<file path="config.mk">
export PLATFORM = sky130hd
export DESIGN_NAME = pwrup_sequencer
export DESIGN_NICKNAME = d
export VERILOG_FILES = /design/src/rtl/pwrup_seq_pkg.sv /design/src/rtl/pwrup_rail_slot.sv /design/src/rtl/pwrup_retry_track.sv /design/src/rtl/pwrup_seq_ctrl.sv /design/src/rtl/pwrup_sequencer.sv
export SDC_FILE = /design/constraint.sdc
export NUM_CORES = 1
export LEC_CHECK = 0
export ABC_AREA = 1
export BUFFER_PORTS_ARGS = -buffer_cell sky130_fd_sc_hd__buf_2
export CAP_MARGIN = 20
export CORE_UTILIZATION = 64
export DETAILED_ROUTE_END_ITERATION = 8
export GPL_TIMING_DRIVEN = 0
export PLACE_DENSITY_LB_ADDON = 0.08
export SKIP_LAST_GASP = 1
export SYNTH_ARGS = -nofsm -noshare
export SYNTH_HDL_FRONTEND = slang
export SYNTH_HIERARCHICAL = 1
export SYNTH_SLANG_ARGS = --single-unit
</file>
<file path="constraint.sdc">
create_clock -name clk -period 10 [get_ports clk]
set_clock_uncertainty 0.05 [all_clocks]
set_input_delay 1 -clock clk [delete_from_list [all_inputs] [get_ports clk]]
set_output_delay 1 -clock clk [all_outputs]
set_load 0.05 [all_outputs]
</file>
<file path="src/rtl/pwrup_seq_pkg.sv">
package pwrup_seq_pkg;

  typedef enum logic [2:0] {
    ST_IDLE,
    ST_WAIT1,
    ST_STEP,
    ST_HOLD,
    ST_RECOV,
    ST_DONE
  } seq_state_e;

  // step code -> step number 1..3 (bit 0 ignored once bit 1 is set)
  function automatic logic [1:0] step_of(input logic [1:0] code);
    return code[1] ? 2'd3 : (code[0] ? 2'd2 : 2'd1);
  endfunction

endpackage

</file>
<file path="src/rtl/pwrup_rail_slot.sv">
module pwrup_rail_slot
  import pwrup_seq_pkg::*;
#(
  parameter int CW   = 24,
  parameter int UNIT = 64
) (
  input  logic          clk,
  input  logic          rst,
  input  logic          drop,
  input  logic          run,
  input  logic [1:0]    cur_step,
  input  logic [CW-1:0] cnt,
  input  logic [CW-1:0] base,
  input  logic          seq_en,
  input  logic [1:0]    step_code,
  input  logic [2:0]    dly,
  output logic          member,
  output logic          en_q
);

  logic [CW-1:0] fire_at;

  assign member  = seq_en && (step_of(step_code) == cur_step);
  assign fire_at = base + CW'(dly) * CW'(UNIT);

  always_ff @(posedge clk) begin
    if (rst || drop)
      en_q <= 1'b0;
    else if (run && member && (cnt >= fire_at))
      en_q <= 1'b1;
  end

  AST_RAIL_NEEDS_JOIN: assert property (@(posedge clk) disable iff (rst)
    $rose(en_q) |-> $past(seq_en));

  AST_RAIL_RISES_IN_RUN: assert property (@(posedge clk) disable iff (rst)
    $rose(en_q) |-> $past(run));

endmodule

</file>
<file path="src/rtl/pwrup_retry_track.sv">
module pwrup_retry_track #(
  parameter int MAX_TRIES = 5
) (
  input  logic clk,
  input  logic rst,
  input  logic clear,
  input  logic bump,
  output logic last_try,
  output logic fail_q
);

  localparam int TW = $clog2(MAX_TRIES + 1);

  logic [TW-1:0] try_q;

  assign last_try = (try_q == TW'(MAX_TRIES - 1));

  always_ff @(posedge clk) begin
    if (rst || clear) begin
      try_q  <= '0;
      fail_q <= 1'b0;
    end else if (bump) begin
      try_q <= try_q + 1'b1;
      if (last_try)
        fail_q <= 1'b1;
    end
  end

  AST_TRY_BOUNDED: assert property (@(posedge clk) disable iff (rst)
    try_q <= TW'(MAX_TRIES));

  AST_FLAG_FROM_LAST_FAIL: assert property (@(posedge clk) disable iff (rst)
    $rose(fail_q) |-> $past(bump && last_try));

  AST_CLEAR_DROPS_FLAG: assert property (@(posedge clk) disable iff (rst)
    clear |=> !fail_q);

endmodule

</file>
<file path="src/rtl/pwrup_seq_ctrl.sv">
module pwrup_seq_ctrl
  import pwrup_seq_pkg::*;
#(
  parameter int N_RAIL = 6,
  parameter int CW     = 24,
  parameter int T1     = 1000,
  parameter int T2     = 1000,
  parameter int T3     = 1000,
  parameter int T4     = 2000,
  parameter int TREC   = 32000,
  parameter int UNIT   = 64
) (
  input  logic                clk,
  input  logic                rst,
  input  logic                start_req,
  input  logic [N_RAIL-1:0]   member,
  input  logic [3*N_RAIL-1:0] dly,
  input  logic                pg_ok,
  input  logic                lock,
  input  logic                last_try,
  output logic [1:0]          cur_step,
  output logic                run,
  output logic [CW-1:0]       cnt,
  output logic [CW-1:0]       base,
  output logic                drop,
  output logic                bump,
  output logic                success,
  output logic                nrst_q,
  output logic                done_q
);

  localparam logic [CW-1:0] T1_LAST = CW'(T1 - 1);
  localparam logic [CW-1:0] T4_LAST = CW'(T4 - 1);
  localparam logic [CW-1:0] RC_LAST = CW'(TREC - 1);

  seq_state_e    state, nxt;
  logic [1:0]    nstep;
  logic          restart;
  logic [2:0]    maxd;
  logic [CW-1:0] gate;

  assign run  = (state == ST_STEP);
  assign base = (cur_step == 2'd2) ? CW'(T2) : ((cur_step == 2'd3) ? CW'(T3) : '0);

  // latest stagger among rails of the current step
  always_comb begin
    maxd = '0;
    for (int i = 0; i < N_RAIL; i++)
      if (member[i] && (dly[3*i +: 3] > maxd))
        maxd = dly[3*i +: 3];
  end

  assign gate = base + CW'(maxd) * CW'(UNIT);

  always_comb begin
    nxt     = state;
    nstep   = cur_step;
    restart = 1'b0;
    drop    = 1'b0;
    bump    = 1'b0;
    success = 1'b0;
    case (state)
      ST_IDLE: begin
        drop = 1'b1;
        if (start_req && !lock) begin
          nxt     = ST_WAIT1;
          restart = 1'b1;
        end
      end
      ST_WAIT1: begin
        if (cnt == T1_LAST) begin
          restart = 1'b1;
          if (start_req) begin
            nxt   = ST_STEP;
            nstep = 2'd1;
          end else begin
            nxt = ST_IDLE;
          end
        end
      end
      ST_STEP: begin
        if (!start_req) begin
          nxt = ST_IDLE; drop = 1'b1; restart = 1'b1;
        end else if (cnt > gate) begin
          if (pg_ok) begin
            restart = 1'b1;
            if (cur_step == 2'd3) nxt = ST_HOLD;
            else                  nstep = cur_step + 2'd1;
          end else if (cnt >= gate + CW'(TREC)) begin
            bump = 1'b1; drop = 1'b1; restart = 1'b1;
            nxt  = last_try ? ST_IDLE : ST_WAIT1;
          end
        end
      end
      ST_HOLD: begin
        if (!start_req) begin
          nxt = ST_IDLE; drop = 1'b1; restart = 1'b1;
        end else if (!pg_ok && ((cnt == '0) || (cnt == T4_LAST))) begin
          nxt = ST_RECOV; restart = 1'b1;
        end else if (cnt == T4_LAST) begin
          nxt = ST_DONE; restart = 1'b1; success = 1'b1;
        end
      end
      ST_RECOV: begin
        if (!start_req) begin
          nxt = ST_IDLE; drop = 1'b1; restart = 1'b1;
        end else if (cnt == RC_LAST) begin
          restart = 1'b1;
          if (pg_ok) begin
            nxt = ST_HOLD;
          end else begin
            bump = 1'b1; drop = 1'b1;
            nxt  = last_try ? ST_IDLE : ST_WAIT1;
          end
        end
      end
      ST_DONE: begin
        if (!start_req) begin
          nxt = ST_IDLE; drop = 1'b1; restart = 1'b1;
        end
      end
      default: nxt = ST_IDLE;
    endcase
  end

  always_ff @(posedge clk) begin
    if (rst) begin
      state    <= ST_IDLE;
      cur_step <= '0;
      cnt      <= '0;
      nrst_q   <= 1'b0;
      done_q   <= 1'b0;
    end else begin
      state    <= nxt;
      cur_step <= nstep;
      if (restart)
        cnt <= '0;
      else if (state != ST_IDLE && state != ST_DONE)
        cnt <= cnt + 1'b1;
      nrst_q <= (nxt == ST_DONE);
      done_q <= (nxt == ST_DONE) && (state != ST_DONE);
    end
  end

  AST_RELEASE_ALL_GOOD: assert property (@(posedge clk) disable iff (rst)
    $rose(nrst_q) |-> $past(pg_ok));

  AST_DONE_WITH_RELEASE: assert property (@(posedge clk) disable iff (rst)
    done_q |-> nrst_q);

  AST_DONE_ONE_CYCLE: assert property (@(posedge clk) disable iff (rst)
    done_q |=> !done_q);

  AST_LOCK_HOLDS_OFF: assert property (@(posedge clk) disable iff (rst)
    (state == ST_IDLE && lock && start_req) |=> (state == ST_IDLE));

  AST_RELEASE_NEEDS_REQ: assert property (@(posedge clk) disable iff (rst)
    $rose(nrst_q) |-> $past(start_req));

endmodule

</file>
<file path="src/rtl/pwrup_sequencer.sv">
module pwrup_sequencer #(
  parameter int N_RAIL    = 6,
  parameter int CW        = 24,
  parameter int T1        = 1000,
  parameter int T2        = 1000,
  parameter int T3        = 1000,
  parameter int T4        = 2000,
  parameter int TREC      = 32000,
  parameter int UNIT      = 64,
  parameter int MAX_TRIES = 5
) (
  input  logic                clk,
  input  logic                rst,
  input  logic                start_req,
  input  logic [N_RAIL-1:0]   rail_seq_en,
  input  logic [2*N_RAIL-1:0] rail_step,
  input  logic [3*N_RAIL-1:0] rail_dly,
  input  logic [N_RAIL-1:0]   rail_pgood,
  output logic [N_RAIL-1:0]   rail_en,
  output logic                sys_rst_n,
  output logic                seq_done,
  output logic                start_fail
);

  logic [N_RAIL-1:0] member;
  logic [1:0]        cur_step;
  logic              run, drop, bump, success, last_try, pg_ok;
  logic [CW-1:0]     cnt, base;

  // rails not yet enabled do not hold the sequence back
  assign pg_ok = &(rail_pgood | ~rail_en);

  pwrup_seq_ctrl #(
    .N_RAIL(N_RAIL), .CW(CW), .T1(T1), .T2(T2), .T3(T3), .T4(T4),
    .TREC(TREC), .UNIT(UNIT)
  ) u_ctrl (
    .clk(clk), .rst(rst), .start_req(start_req),
    .member(member), .dly(rail_dly), .pg_ok(pg_ok),
    .lock(start_fail), .last_try(last_try),
    .cur_step(cur_step), .run(run), .cnt(cnt), .base(base),
    .drop(drop), .bump(bump), .success(success),
    .nrst_q(sys_rst_n), .done_q(seq_done)
  );

  pwrup_retry_track #(.MAX_TRIES(MAX_TRIES)) u_retry (
    .clk(clk), .rst(rst), .clear(!start_req || success), .bump(bump),
    .last_try(last_try), .fail_q(start_fail)
  );

  for (genvar g = 0; g < N_RAIL; g++) begin : g_rail
    pwrup_rail_slot #(.CW(CW), .UNIT(UNIT)) u_slot (
      .clk(clk), .rst(rst), .drop(drop), .run(run),
      .cur_step(cur_step), .cnt(cnt), .base(base),
      .seq_en(rail_seq_en[g]), .step_code(rail_step[2*g +: 2]),
      .dly(rail_dly[3*g +: 3]),
      .member(member[g]), .en_q(rail_en[g])
    );
  end

endmodule

</file>
# ---- Word level (Yosys, flattened, before mapping)
# Index checks and enable logic that the tools add are counted.
dict set report classes {
  reduce_logical 44
  addsub 11
  muxes 70
  bitwise_logic 2
  n_lt_le_gt_ge 14
  n_eq_ne 25
}
# operator count
set ops {}
lappend ops {{$add 24x9->24} 7}
lappend ops {{$ge 24x24->1} 7}
lappend ops {{$mux 3} 20}
lappend ops {{$mux 2} 19}
lappend ops {{$logic_and 1x1->1} 28}
lappend ops {{$add 24x1->24 const B} 1}
lappend ops {{$add 24x15->24 const B} 1}
lappend ops {{$eq 24x10->1 const B} 1}
lappend ops {{$eq 24x11->1 const B} 1}
lappend ops {{$eq 24x15->1 const B} 1}
lappend ops {{$gt 24x24->1} 1}
lappend ops {{$logic_not 24->1} 1}
lappend ops {{$mux 1} 24}
lappend ops {{$mux 24} 1}
lappend ops {{$pmux 3 s6} 1}
lappend ops {{$gt 3x3->1} 5}
lappend ops {{$eq 2x2->1} 6}
lappend ops {{$eq 3x3->1 const B} 4}
lappend ops {{$mux 10} 1}
lappend ops {{$ne 2x2->1 const B} 5}
lappend ops {{$reduce_and 7->1} 1}
lappend ops {{$eq 3x2->1 const B} 2}
lappend ops {{$not 6->6} 1}
lappend ops {{$or 6x6->6} 1}
lappend ops {{19 further kinds} 26}
dict set report word_totals {
  register_bits 41
  in_bits 45
  wordCells 179
  out_inout_bits 9
}

# ---- Logic depth before layout (Yosys ltp)
dict set report depth {
  ltp_word 31
  mapped_depth 68
  ltp_nobuf 68
}

# ---- Hierarchy
# The synthesis kept the hierarchy.
# mod n_inst cells_each area_each_um2
set by_module_without_submodules {}
lappend by_module_without_submodules {{pwrup_rail_slot (g_rail[1].u_slot ...)} 4 176 1142.3}
lappend by_module_without_submodules {pwrup_seq_ctrl 1 499 3303.2}
lappend by_module_without_submodules {{pwrup_rail_slot (g_rail[0].u_slot ...)} 2 183 1149.9}
lappend by_module_without_submodules {pwrup_retry_track 1 26 187.7}
lappend by_module_without_submodules {pwrup_sequencer 1 19 76.3}

# ---- Least setup slack after synthesis
# Ideal clock, no wire load.
dict set report synth_path {
  kind {input-to-reg}
  from {input rail_step[0]}
  to {register g_rail[0].u_slot.en_q}
  slack_ns 1.341
  t_arrival_ns 8.539
  stages 64
  setup_time_ns 0.070
  cell_sequence {inv_1 > nor2_1 > o21ai_0 > o21ai_0 > nand2_1 > inv_1 > nand2_1 > nor2_1 > inv_1 > ha_1 > nand3_1 > nand2_1 > inv_1 > nand2_1 > nand2_1 > o21ai_0 > ha_1 > nor2_1 > (+28 left out) > ha_1 > fa_1 > xnor2_1 > inv_1 > xor2_1 > ha_1 > a21oi_1 > nor2_1 > nor2_1 > nand3_1 > nand2_1 > nand2_1 > nand2_1 > inv_1 > o21ai_0 > nand4_1 > or2_2 > a21oi_1}
}
dict set report synth_between {
  elab_chain_cells 30
  elab_cells_between_ends 33
}
# element line_no
set synth_rtl {}
lappend synth_rtl {{start: declaration} pwrup_sequencer.sv:16} ;# input logic [2*N_RAIL-1:0] rail_step,
lappend synth_rtl {{$mux 2 (*) (2 in series)} pwrup_seq_pkg.sv:14} ;# return code[1] ? 2'd3 : (code[0] ? 2'd2 : 2'd1);
lappend synth_rtl {{$eq 2x2->1 (*)} pwrup_rail_slot.sv:23} ;# assign member = seq_en && (step_of(step_code) == cur_step);
lappend synth_rtl {{$logic_and 1x1->1 (*)} pwrup_rail_slot.sv:23}
lappend synth_rtl {{net member[0]} pwrup_sequencer.sv:25} ;# logic [N_RAIL-1:0] member;
lappend synth_rtl {{$logic_and 1x1->1 (*)} pwrup_seq_ctrl.sv:49} ;# if (member[i] && (dly[3*i +: 3] > maxd))
lappend synth_rtl {{$mux 3 (*)} pwrup_seq_ctrl.sv:49}
lappend synth_rtl {{$gt 3x3->1} pwrup_seq_ctrl.sv:49}
lappend synth_rtl {{$logic_and 1x1->1} pwrup_seq_ctrl.sv:49}
lappend synth_rtl {{(+15 left out)} --}
lappend synth_rtl {{$ge 24x24->1} pwrup_seq_ctrl.sv:89} ;# end else if (cnt >= gate + CW'(TREC)) begin
lappend synth_rtl {{$mux 1} pwrup_seq_ctrl.sv:89}
lappend synth_rtl {{$mux 1} pwrup_seq_ctrl.sv:85} ;# if (pg_ok) begin
lappend synth_rtl {{$mux 1 (*)} pwrup_seq_ctrl.sv:84} ;# end else if (cnt > gate) begin
lappend synth_rtl {{$mux 1 (*)} pwrup_seq_ctrl.sv:82} ;# if (!start_req) begin
lappend synth_rtl {{$pmux 1 s4 (*)} pwrup_seq_ctrl.sv:62} ;# case (state)
lappend synth_rtl {{net drop} pwrup_sequencer.sv:27} ;# logic run, drop, bump, success, last_try, pg_ok;
lappend synth_rtl {{$logic_or 1x1->1 (*)} pwrup_rail_slot.sv:27} ;# if (rst || drop)
lappend synth_rtl {{end signal: assignment} pwrup_rail_slot.sv:28} ;# en_q <= 1'b0;
lappend synth_rtl {{end signal: assignment} pwrup_rail_slot.sv:30} ;# en_q <= 1'b1;
lappend synth_rtl {{end: declaration} pwrup_rail_slot.sv:18} ;# output logic en_q
# The timed path passes the listed nets; every way through them passes the cells marked *.
# A chain may end at the register's enable or synchronous reset.

# ---- Worst setup path after layout
dict set report layout_path {
  from {input rail_step[1]}
  to {register g_rail[2].u_slot.en_q}
}
dict set report layout_between {
  elab_chain_cells 29
  elab_cells_between_ends 30
}
# element line_no
set layout_rtl {}
lappend layout_rtl {{$mux 2 (*)} pwrup_seq_pkg.sv:14}
lappend layout_rtl {{$eq 2x2->1 (*)} pwrup_rail_slot.sv:23}
lappend layout_rtl {{$logic_and 1x1->1 (*)} pwrup_rail_slot.sv:23}
lappend layout_rtl {{net member[0]} pwrup_sequencer.sv:25}
lappend layout_rtl {{$logic_and 1x1->1 (*)} pwrup_seq_ctrl.sv:49}
lappend layout_rtl {{$mux 3 (*)} pwrup_seq_ctrl.sv:49}
lappend layout_rtl {{$gt 3x3->1} pwrup_seq_ctrl.sv:49}
lappend layout_rtl {{$logic_and 1x1->1} pwrup_seq_ctrl.sv:49}
lappend layout_rtl {{(+15 left out)} --}
lappend layout_rtl {{$ge 24x24->1} pwrup_seq_ctrl.sv:89}
lappend layout_rtl {{$mux 1} pwrup_seq_ctrl.sv:89}
lappend layout_rtl {{$mux 1} pwrup_seq_ctrl.sv:85}
lappend layout_rtl {{$mux 1 (*)} pwrup_seq_ctrl.sv:84}
lappend layout_rtl {{$mux 1 (*)} pwrup_seq_ctrl.sv:82}
lappend layout_rtl {{$pmux 1 s4 (*)} pwrup_seq_ctrl.sv:62}
lappend layout_rtl {{net drop} pwrup_sequencer.sv:27}
lappend layout_rtl {{$logic_or 1x1->1 (*)} pwrup_rail_slot.sv:27}
lappend layout_rtl {{end signal: assignment} pwrup_rail_slot.sv:28}
lappend layout_rtl {{end signal: assignment} pwrup_rail_slot.sv:30}
lappend layout_rtl {{end: declaration} pwrup_rail_slot.sv:18}
# Marks and branches as above.

==> flow_metrics.py <==
metrics = {
    "synth": {
        "syn_area_um2": 10440,
        "syn_inst": 1614,
        "synth_top_cell_area_share_pct": 23.74,
        "yosysWarnings": 6,
        "synth_ff_type": "dfxtp_1",
        "ys_top_cells_by_area": "ha_1, nand2_1, inv_1",
        "synth_edf_count": 0,
        "ys_async_sr_fraction_pct": 0,
        "ys_seq_area_share_pct": 7.865,
        "synth_top_area_cell": "ha_1",
        "yosysUniqueCellTypes": 46,
        "synth_area_per_cell_um2": 6.466,
        "ys_ff_latch": 41,
    },
    "floorplan": {
        "ios": 54,
        "core-area_um2": 15890,
        "dieArea_um2": 16820,
        "start_util_pct": 65.70,
        "fp.dieW_um": 129.7,
        "chipHeight_um": 129.7,
        "rows": 46,
    },
    "layout": {
        "final_area_um2": 11300,
        "drive_gt1_share_pct": 14.74,
        "nets": 1945,
        "antennaDiodeCount": 0,
        "areaGrowthSynthToFinish_pct": 8.236,
        "nFillCells": 1460,
    },
    "setup_path": {
        "cp_top_family": "simple AND/OR/NAND/NOR gates",
        "arrival_ns": 9.46,
        "startpoint_type": "input port",
        "max_stage_delay_ns": 0.38,
        "timing.critical_path.buf_inv": 10,
        "path_class": "input port to flop",
        "critPathMaxFanout": 6,
        "crit_slowest_cell": "fa_2",
        "cp_data_required_time_ns": 10.16,
        "critPathCaptureType": "flop",
        "cp_common_cell": "nand2_1",
    },
    "clock_tree": {
        "cts.sinks": 41,
        "cts_tree": "built",
        "h-tree-depth": 2,
        "clock_path_buffers": 2,
        "clockRootBuffer": "clkbuf_16",
        "cts_buffers": 5,
        "clkTransAtPathRegs_ns": 0.06,
        "clkLatencyLatePin_ns": 0.28,
        "ctsHoldBuffers": 0,
    },
    "hold_path": {
        "hp-class": "flop to flop",
    },
    "route": {
        "drc": 0,
        "vias": 9947,
        "wl_per_cell_um": 13.42,
        "routed_via_density": 5.202,
        "dr.pass1.iters": 5,
        "drt-total-wl_um": 25650,
        "drt_iter0_drc": 591,
        "postRouteAntennaNets": 0,
    },
    "placement": {
        "dp_slack_ns": 0.02400,
        "portBuffers": 53,
        "placed_cell_area_um2": 11050,
        "dp_hpwl_um": 20980,
        "gp_congestion": 0.9175,
    },
    "timing": {
        "tightestPinTransition_ns": 0.8495,
        "hold_viol_final": 0,
        "period_needed_ns": 9.305,
        "max_freq_mhz": 107.5,
        "timing.final.ws_setup_ns": 0.6955,
        "fin_crit_sh_pct": 93.05,
        "maxSlewViolCount": 0,
        "setup_viol": 0,
        "max_slew_margin_pct": 43.30,
    },
    "global_route": {
        "antenna_found_initial": 0,
        "grt_pass1_wl_um": 42380,
        "grt_pass1_vias": 9256,
        "grt_max_degree": 29,
        "grtUsageTotal_pct": 31.27,
        "globalRoute.totalOverflow": 0,
    },
    "pwr": {
        "power_leakage_nw": 5.739,
        "p_per_area_nw_per_um2": 53.56,
        "max-vdd-ir-drop_mv": 0.06248,
    },
    "outcome": {
        "status": "finished, final reports clean",
    },
    "run": {
        "cap_violations": 0,
    },
}
[cells by family after synthesis]
group,after synthesis,synth area share (%)
AND/OR/NAND/NOR,773,35.85
buffers and inverters,344,13.91
adder cells (fa/ha/maj),205,25.08
AO/OA/AOI/OAI,140,8.033
XOR/XNOR,110,9.231
flip-flops,41,7.865
other,1,0.03593
[routing by layer]
layer	up-vias	share of wire, %	wire, um	GRT usage (%)
li1	5255	-	-	-
met1	4415	47	12060	40.65
met2	248	45	11460	54.61
met3	29	6.2	1591	4.469
met4	0	2.1	543	6.908
met5	-	0	0	0
[path summary, 6_finish.rpt]
kind                                                         start                                  to  slack, ns  cells after the start
worst min register to register  g_rail[4].u_slot/en_q$_SDFFE_PP0P_  g_rail[4].u_slot/en_q$_SDFFE_PP0P_       0.41                      2
worst max-delay path                                  rail_step[1]  g_rail[2].u_slot/en_q$_SDFFE_PP0P_       0.70                     66
worst max register to register     u_ctrl/cur_step[0]$_SDFFE_PP0P_  g_rail[2].u_slot/en_q$_SDFFE_PP0P_       0.75                     63
worst min-delay path            g_rail[4].u_slot/en_q$_SDFFE_PP0P_  g_rail[4].u_slot/en_q$_SDFFE_PP0P_       0.41                      2
[cell type report]
cell class / count / area [um2] / area share [%]
clock buffers: 7 / 152.6 / 1.351
plain buffers: 26 / 202.7 / 1.794
multi-input cells: 1246 / 8297 / 73.45
flip-flops and latches: 41 / 820.8 / 7.266
well taps: 216 / 270.3 / 2.393
clock inverters: 1 / 5.005 / 0.04431
repair buffers: 57 / 299.0 / 2.647
inverters: 318 / 1249 / 11.05
[where the power goes]
part	internal, mW	leakage, nW	total [mW]	switching [mW]
Combinational	0.102	5.33	0.266	0.164
Clock	0.106	0.0799	0.170	0.0640
Sequential	0.165	0.331	0.169	0.00441
[repair_timing]
action                     in CTS  in global routing
setup endpoints to repair       0                 40
gates resized for setup         0                 25
buffers inserted                0                  3
[flip-flops by register name, indices dropped and copies added (netlist names)]
| name | flops |
|---|---|
| u_ctrl/cnt | 24 |
| u_ctrl/cur_step | 2 |
| u_retry/try_q | 3 |
| g_rail.u_slot/en_q | 6 |
| u_ctrl/state | 3 |
| u_ctrl/nrst_q | 1 |
| u_ctrl/done_q | 1 |
| u_retry/fail_q | 1 |
[placed cells by master, fill, tap and decap left out, types with 18 or more instances in the layout]
master / synthesis / routed
conb_1: 1 / 18
inv_2: 30 / 34
dfxtp_1: 41 / 41
nand3_1: 96 / 96
a21oi_1: 81 / 81
nand2_2: 26 / 29
inv_1: 276 / 272
nand4_1: 32 / 32
buf_4: 24 / 27
ha_1: 198 / 197
xor2_1: 88 / 87
nor2_2: 25 / 28
buf_2: 0 / 53
xnor2_1: 22 / 21
nand2_1: 368 / 365
nor2_1: 141 / 138
[synthesized netlist by cell type, types with 7 or more instances]
| library cell | number |
|---|---|
| nand2_1 | 368 |
| inv_1 | 276 |
| ha_1 | 198 |
| nor2_1 | 141 |
| nand3_1 | 96 |
| xor2_1 | 88 |
| a21oi_1 | 81 |
| dfxtp_1 | 41 |
| nand4_1 | 32 |
| inv_2 | 30 |
| nand2_2 | 26 |
| nor2_2 | 25 |
| buf_4 | 24 |
| xnor2_1 | 22 |
| o21ai_0 | 19 |
| nor3_1 | 14 |
| or2_2 | 13 |
| a21o_1 | 12 |
| nand3b_1 | 9 |
| nor2_4 | 9 |
| clkinv_1 | 8 |
| fa_1 | 7 |
| nand3_2 | 7 |
| nand3_4 | 7 |
| o21a_1 | 7 |
[tightest hold or removal path, stage by stage, from the launching register on]
cell	delay (ns)
dfxtp_1	0.32
inv_1	0.05
a21oi_1	0.05
[per-stage QoR]
stage	cells	setup TNS [ns]	power, mW	util (%)	hold slack (ns)
2_1_floorplan	1631	0	0.3660	-	0.4057
5_1_grt	1912	-0.07470	0.6520	71.11	0.4483
4_1_cts	1909	0	0.5848	70.53	0.4133
3_3_place_gp	1900	0	0.4090	69.47	0.4025
3_5_place_dp	1901	0	0.4173	69.54	0.4042
6_report	1912	0	0.6050	71.11	0.4147
Note: power is estimated with default switching activity, not from simulation.
